`src/rtl/xmem_bus_ctrl.sv`:
```
module xmem_bus_ctrl #(
  parameter int T_ALE = 2,
  parameter int T_SETUP = 2,
  parameter int T_STRB = 3,
  parameter int T_HOLD = 1,
  parameter logic [15:0] INT_TOP = 16'h0FFF
) (
  input  logic        clk,
  input  logic        rst_n,
  input  logic        ea_n,
  input  logic        bus_en,
  input  logic [7:0]  gpio_p0,
  input  logic [7:0]  gpio_p2,
  input  logic        req,
  input  logic [1:0]  req_kind,
  input  logic        ptr_mode,
  input  logic [15:0] addr16,
  input  logic [7:0]  addr8,
  input  logic [7:0]  page,
  input  logic [7:0]  wdata,
  output logic        done,
  output logic        done_ext,
  output logic [7:0]  rdata,
  output logic        ale,
  output logic        psen_n,
  output logic        rd_n,
  output logic        wr_n,
  output logic [7:0]  p0_out,
  output logic        p0_oe,
  input  logic [7:0]  p0_in,
  output logic [7:0]  p2_out
);
  localparam int M1 = (T_ALE > T_SETUP) ? T_ALE : T_SETUP;
  localparam int M2 = (T_STRB > T_HOLD) ? T_STRB : T_HOLD;
  localparam int T_MAX = (M1 > M2) ? M1 : M2;
  localparam int CW = $clog2(T_MAX + 1);
  localparam logic [1:0] K_FETCH = 2'b00;
  localparam logic [1:0] K_WRITE = 2'b10;

  typedef enum logic [2:0] {S_IDLE, S_ADDR, S_LATCH, S_STRB, S_HOLD} st_t;

  st_t st;
  logic [CW-1:0] cnt;
  logic [1:0] kind_q;
  logic [7:0] lo_q, hi_q, wd_q;
  logic int_q, bus_q, force_ext;

  wire last  = (cnt == '0);
  wire busy  = (st != S_IDLE);
  wire start = !busy && req && !done;
  wire ptr8  = ptr_mode && (req_kind != K_FETCH);
  wire is_int = (req_kind == K_FETCH) && !force_ext && (addr16 <= INT_TOP);

  always_ff @(posedge clk)
    if (!rst_n) force_ext <= !ea_n;

  always_ff @(posedge clk or negedge rst_n) begin
    if (!rst_n) begin
      st <= S_IDLE;
      cnt <= '0;
      kind_q <= K_FETCH;
      lo_q <= '0;
      hi_q <= '0;
      wd_q <= '0;
      int_q <= 1'b0;
      bus_q <= 1'b0;
      done <= 1'b0;
      done_ext <= 1'b0;
      rdata <= '0;
    end else begin
      done <= 1'b0;
      case (st)
        S_IDLE: if (start) begin
          kind_q <= req_kind;
          lo_q <= ptr8 ? addr8 : addr16[7:0];
          hi_q <= ptr8 ? page : addr16[15:8];
          wd_q <= wdata;
          int_q <= is_int;
          bus_q <= bus_en;
          st <= S_ADDR;
          cnt <= CW'(T_ALE - 1);
        end
        S_ADDR: if (last) begin
          st <= S_LATCH;
          cnt <= CW'(T_SETUP - 1);
        end else cnt <= cnt - 1'b1;
        S_LATCH: if (last) begin
          st <= S_STRB;
          cnt <= CW'(T_STRB - 1);
        end else cnt <= cnt - 1'b1;
        S_STRB: if (last) begin
          rdata <= int_q ? 8'h00 : !bus_q ? 8'hFF : (kind_q == K_WRITE) ? 8'h00 : p0_in;
          st <= S_HOLD;
          cnt <= CW'(T_HOLD - 1);
        end else cnt <= cnt - 1'b1;
        S_HOLD: if (last) begin
          st <= S_IDLE;
          done <= 1'b1;
          done_ext <= !int_q;
        end else cnt <= cnt - 1'b1;
        default: st <= S_IDLE;
      endcase
    end
  end

  wire bm       = busy ? bus_q : bus_en;
  wire addr_ph  = (st == S_ADDR) || (st == S_LATCH && cnt == CW'(T_SETUP - 1));
  wire is_wr    = (kind_q == K_WRITE);
  wire is_fetch = (kind_q == K_FETCH);
  wire strb     = bus_q && !int_q && (st == S_STRB);

  assign ale    = bus_q && (st == S_ADDR);
  assign psen_n = !(strb && is_fetch);
  assign wr_n   = !(strb && is_wr);
  assign rd_n   = !(strb && !is_fetch && !is_wr);
  assign p0_oe  = !bm ? 1'b1 : busy && (addr_ph || is_wr || int_q);
  assign p0_out = !bm ? gpio_p0 : !busy ? 8'h00 : addr_ph ? lo_q :
                  int_q ? 8'h00 : is_wr ? wd_q : 8'h00;
  assign p2_out = !bm ? gpio_p2 : hi_q;

  a_r6_one_strobe: assert property (@(posedge clk) disable iff (!rst_n)
    $onehot0({!psen_n, !rd_n, !wr_n}));

  a_r3_addr_at_ale_fall: assert property (@(posedge clk) disable iff (!rst_n)
    $fell(ale) |-> (p0_oe && $stable(p0_out)));

  a_r4_wr_data_steady: assert property (@(posedge clk) disable iff (!rst_n)
    !wr_n |-> (p0_oe && $stable(p0_out)));

  a_r4_wr_data_after: assert property (@(posedge clk) disable iff (!rst_n)
    $rose(wr_n) |-> (p0_oe && $stable(p0_out)));

  a_r7_high_port_steady: assert property (@(posedge clk) disable iff (!rst_n)
    (busy && bus_q && $past(busy)) |-> $stable(p2_out));

  a_r12_done_single: assert property (@(posedge clk) disable iff (!rst_n)
    done |=> !done);
endmodule

```
`config.mk`:
```
export PLATFORM = sky130hd
export DESIGN_NAME = xmem_bus_ctrl
export DESIGN_NICKNAME = d
export VERILOG_FILES = /design/src/rtl/xmem_bus_ctrl.sv
export SDC_FILE = /design/constraint.sdc
export NUM_CORES = 1
export LEC_CHECK = 0
export BUFFER_PORTS_ARGS = -buffer_cell sky130_fd_sc_hd__buf_2
export CORE_ASPECT_RATIO = 1.75
export CORE_UTILIZATION = 52
export DETAILED_ROUTE_END_ITERATION = 8
export GPL_TIMING_DRIVEN = 0
export PLACE_DENSITY = 0.82
export RECOVER_POWER = 25
export SETUP_SLACK_MARGIN = 0.5
export SKIP_CTS_REPAIR_TIMING = 1
export SYNTH_ARGS = -nofsm -noshare
export SYNTH_HDL_FRONTEND = slang
export SYNTH_SLANG_ARGS = --single-unit
```
`constraint.sdc`:
```
create_clock -name clk -period 3.94 [get_ports clk]
set_clock_uncertainty 0.05 [all_clocks]
set_input_delay 0.591 -clock clk [delete_from_list [all_inputs] [get_ports clk]]
set_output_delay 0.591 -clock clk [all_outputs]
set_load 0.03 [all_outputs]
```
==> impl_results.md <==
- Status: finished with violations
- Largest family of logic cells by synthesized area: multiplexers
- Reg clk slew, reported paths: 0.08 ns
- Failing checks: max-capacitance violations, max-slew violations
- First-pass GRT wire length: 9710 um
- Ant diodes: 0
- Synthesized cell area: between 2000 and 2500 um^2
- Synth warn: 0
- I/O pins: 103
- Synthesized area per cell: 10.5 um^2
- Vias in the first global route: between 2000 and 2500
- Max Clk Rate: ~330 MHz
- Vias: 2158
- Unrepaired setup endpoints after global routing: false
- Post-route minimum period: 2.99 ns
- Share of the synthesized area in the top cell type: ~44%
- Critical Path AT: 2.35 ns
- Tightest Pin Transition: ~2.3 ns
- Clock sinks: between 40 and 50
- Syn-to-layout area delta: 26.8%
- Worst setup EP type: primary output
- Fin cells: 393
- Final WL: 5950 um
- Cell count after placement: approximately 390
- Gpl congestion: 0.827
- First-pass DRT Iterations: 4
- Ys async rst share: 97.7%
- Initial antenna violation count: 0
- Peak supply drop: 693 uV
- H-tree levels: 2
- Skew-Pair Late Insertion Delay: roughly 0.30 ns
- Pleak: 0.00162 uW
- Die Span Y: 92.6 um
- Synth area leaders: dfrtp_1 44%, mux2i_1 10%, mux2_2 7.8%
- Post-synth EDFFs: 1
- Met2 WL: approximately 3300 um
- Post-Synth Adder-Cell Area: 2.05%
- Die width: 53.8 um
- GRT Total Usage: 26.7%
- Required time of the critical path: roughly 3.3 ns
- Synth area leader: dfrtp_1
- 1st-iter DRT viols: 54
- Total core area: ~4400 um^2
- Synth Area in Simple Gates: 14.0%
- Root buffer cell: clkbuf_8
- Wirelength per Cell: roughly 15 um
- Largest fanout on the critical path: 10
- HPWL after detailed placement: 4560 um
- Final Slew Violations: between 40 and 50
- Met1 Wirelength: 2240 um
- Post-synthesis mux area share: approximately a fifth
- Post-synthesis xor/xnor area fraction: 1.08%
- Post-route antenna net violation count: 0
- Cell with the most instances after synthesis: dfrtp_1
- Buffers on Ports: 102
- Die footprint: 4980 um^2
- Hold/Removal Path Class: flip-flop to flip-flop
- Commonest register cell after synthesis: dfrtp_1
- Syn_nets: 308
- Uppermost layer routed: met4
- TritonCTS Buffers: 5
- Register bit count reported by yosys: 44
- Largest net degree at the start of global routing: 45
- Seq/Total Area, Yosys: 45.3%
- Final #Nets: 417
- Total congestion overflow: 0
- Compound-Gate Fraction of Synth Area: 15.0%
- Core Rows: 32
- Initial Util: between 50% and 60%
- Pwr/cell area: 840 nW/um^2
- Cells after Synth: 232
- Final setup fails: 0
- Max clock buf depth: 2
- Distinct cells, synth: 39
- # Max-Cap Violations: 1
- CTS tree: yes
- Via density: 5.49
- Post-synth top cells: 43 x dfrtp_1, 31 x nand2_1, 25 x mux2i_1
- Metal3 WL: 222 um
- Final Hold Fails: 0
- Crit share post-route: 76.0%
- Critical path launch point type: flip-flop
- Slew Limit Headroom: -54.3%
- Layout cells sized above 1: 39.8%
- Crit path kind: flip-flop to primary output
- Setup_tns: 0 ns
- DRC viols: 0
## worst max-delay path, stage by stage, from the launching register on
cell and delay [ns]:
dfrtp_1 0.44, or3_4 0.43, nand2_4 0.15, a21boi_4 0.33
buf_6 0.21, mux2_1 0.32, buf_2 0.18
## logic make-up (layout without fill, tap and decap cells)
family	after synthesis	count (layout)
mux	44	44
simple gates	65	65
buf+inv	19	129
compound gates	53	53
fa+ha+maj	4	4
xor+xnor	3	3
flops	44	44
## state kept, by name (all words and copies together) (netlist names)
signal and count:
bus_q 1, cnt 2, done 1, done_ext 1, force_ext 1, hi_q 8, int_q 1, kind_q 2
lo_q 8, rdata 8, st 3, wd_q 8
## per-layer routing
| metal | track usage (%) | vias up |
|---|---|---|
| li1 | - | 1040 |
| met1 | 27.1 | 1038 |
| met2 | 48.6 | 66 |
| met3 | 5.42 | 14 |
| met4 | 12.1 | 0 |
| met5 | 0 | - |
## through the flow
step	setup WS, ns	utilization [%]	hold WS (ns)	power [uW]	cell area (um^2)
floorplan	1.53	-	0.245	1920	2440
global placement	1.32	67.8	0.404	2280	3010
detailed placement	1.27	67.8	0.410	2330	3010
CTS	0.950	69.7	0.428	2600	3100
global route	0.858	69.6	0.451	2780	3090
finish	0.948	69.6	0.423	2600	3090
## report_power, final
part / total [uW] / switching [uW] / internal [uW]
Combinational: 1530 / 942 / 592
Sequential: 791 / 126 / 665
Clock: 272 / 148 / 125
Total: 2600 / 1220 / 1380
## layout by cell type (no fill, tap or decap), drive strengths merged, types with 2 or more instances in the layout
cell type | netlist | layout
clkbuf | 7 | 15
nor2b | 3 | 3
and2 | 9 | 9
and3 | 2 | 2
a21oi | 3 | 3
nor3 | 4 | 4
nand2 | 32 | 32
mux2 | 19 | 19
buf | 7 | 108
o21ai | 20 | 20
nand2b | 2 | 2
o2bb2ai | 8 | 8
a21o | 8 | 8
a211oi | 11 | 11
mux2i | 25 | 25
nor3b | 3 | 3
nor2 | 4 | 4
inv | 5 | 5
xnor2 | 2 | 2
dfrtp | 43 | 43
ha | 4 | 4
## area by class of cell
cell class,count,area (um^2)
plain buffers,14,66.3
clock buffers,7,76.3
clock inverters,1,5.00
fillers,389,1350
inverters,5,18.8
multi-input cells,169,1250
flip-flops and latches,44,1110
well taps,51,63.8
repair buffers,102,509
## path summary, 6_finish.rpt
path | cells past startpoint | end | slack (ns) | start
max reg2reg | 7 | rdata[1] | 1.90 | cnt[0]
min reg2reg | 1 | rdata[7] | 0.42 | rdata[7]
max | 6 | p2_out[5] | 0.95 | st[1]
max in group asynchronous | 1 | lo_q[2] | 1.59 | rst_n
min in group asynchronous | 1 | hi_q[3] | 0.93 | rst_n
min | 1 | rdata[7] | 0.42 | rdata[7]
No activity file was read; power rests on OpenSTA's default activity.
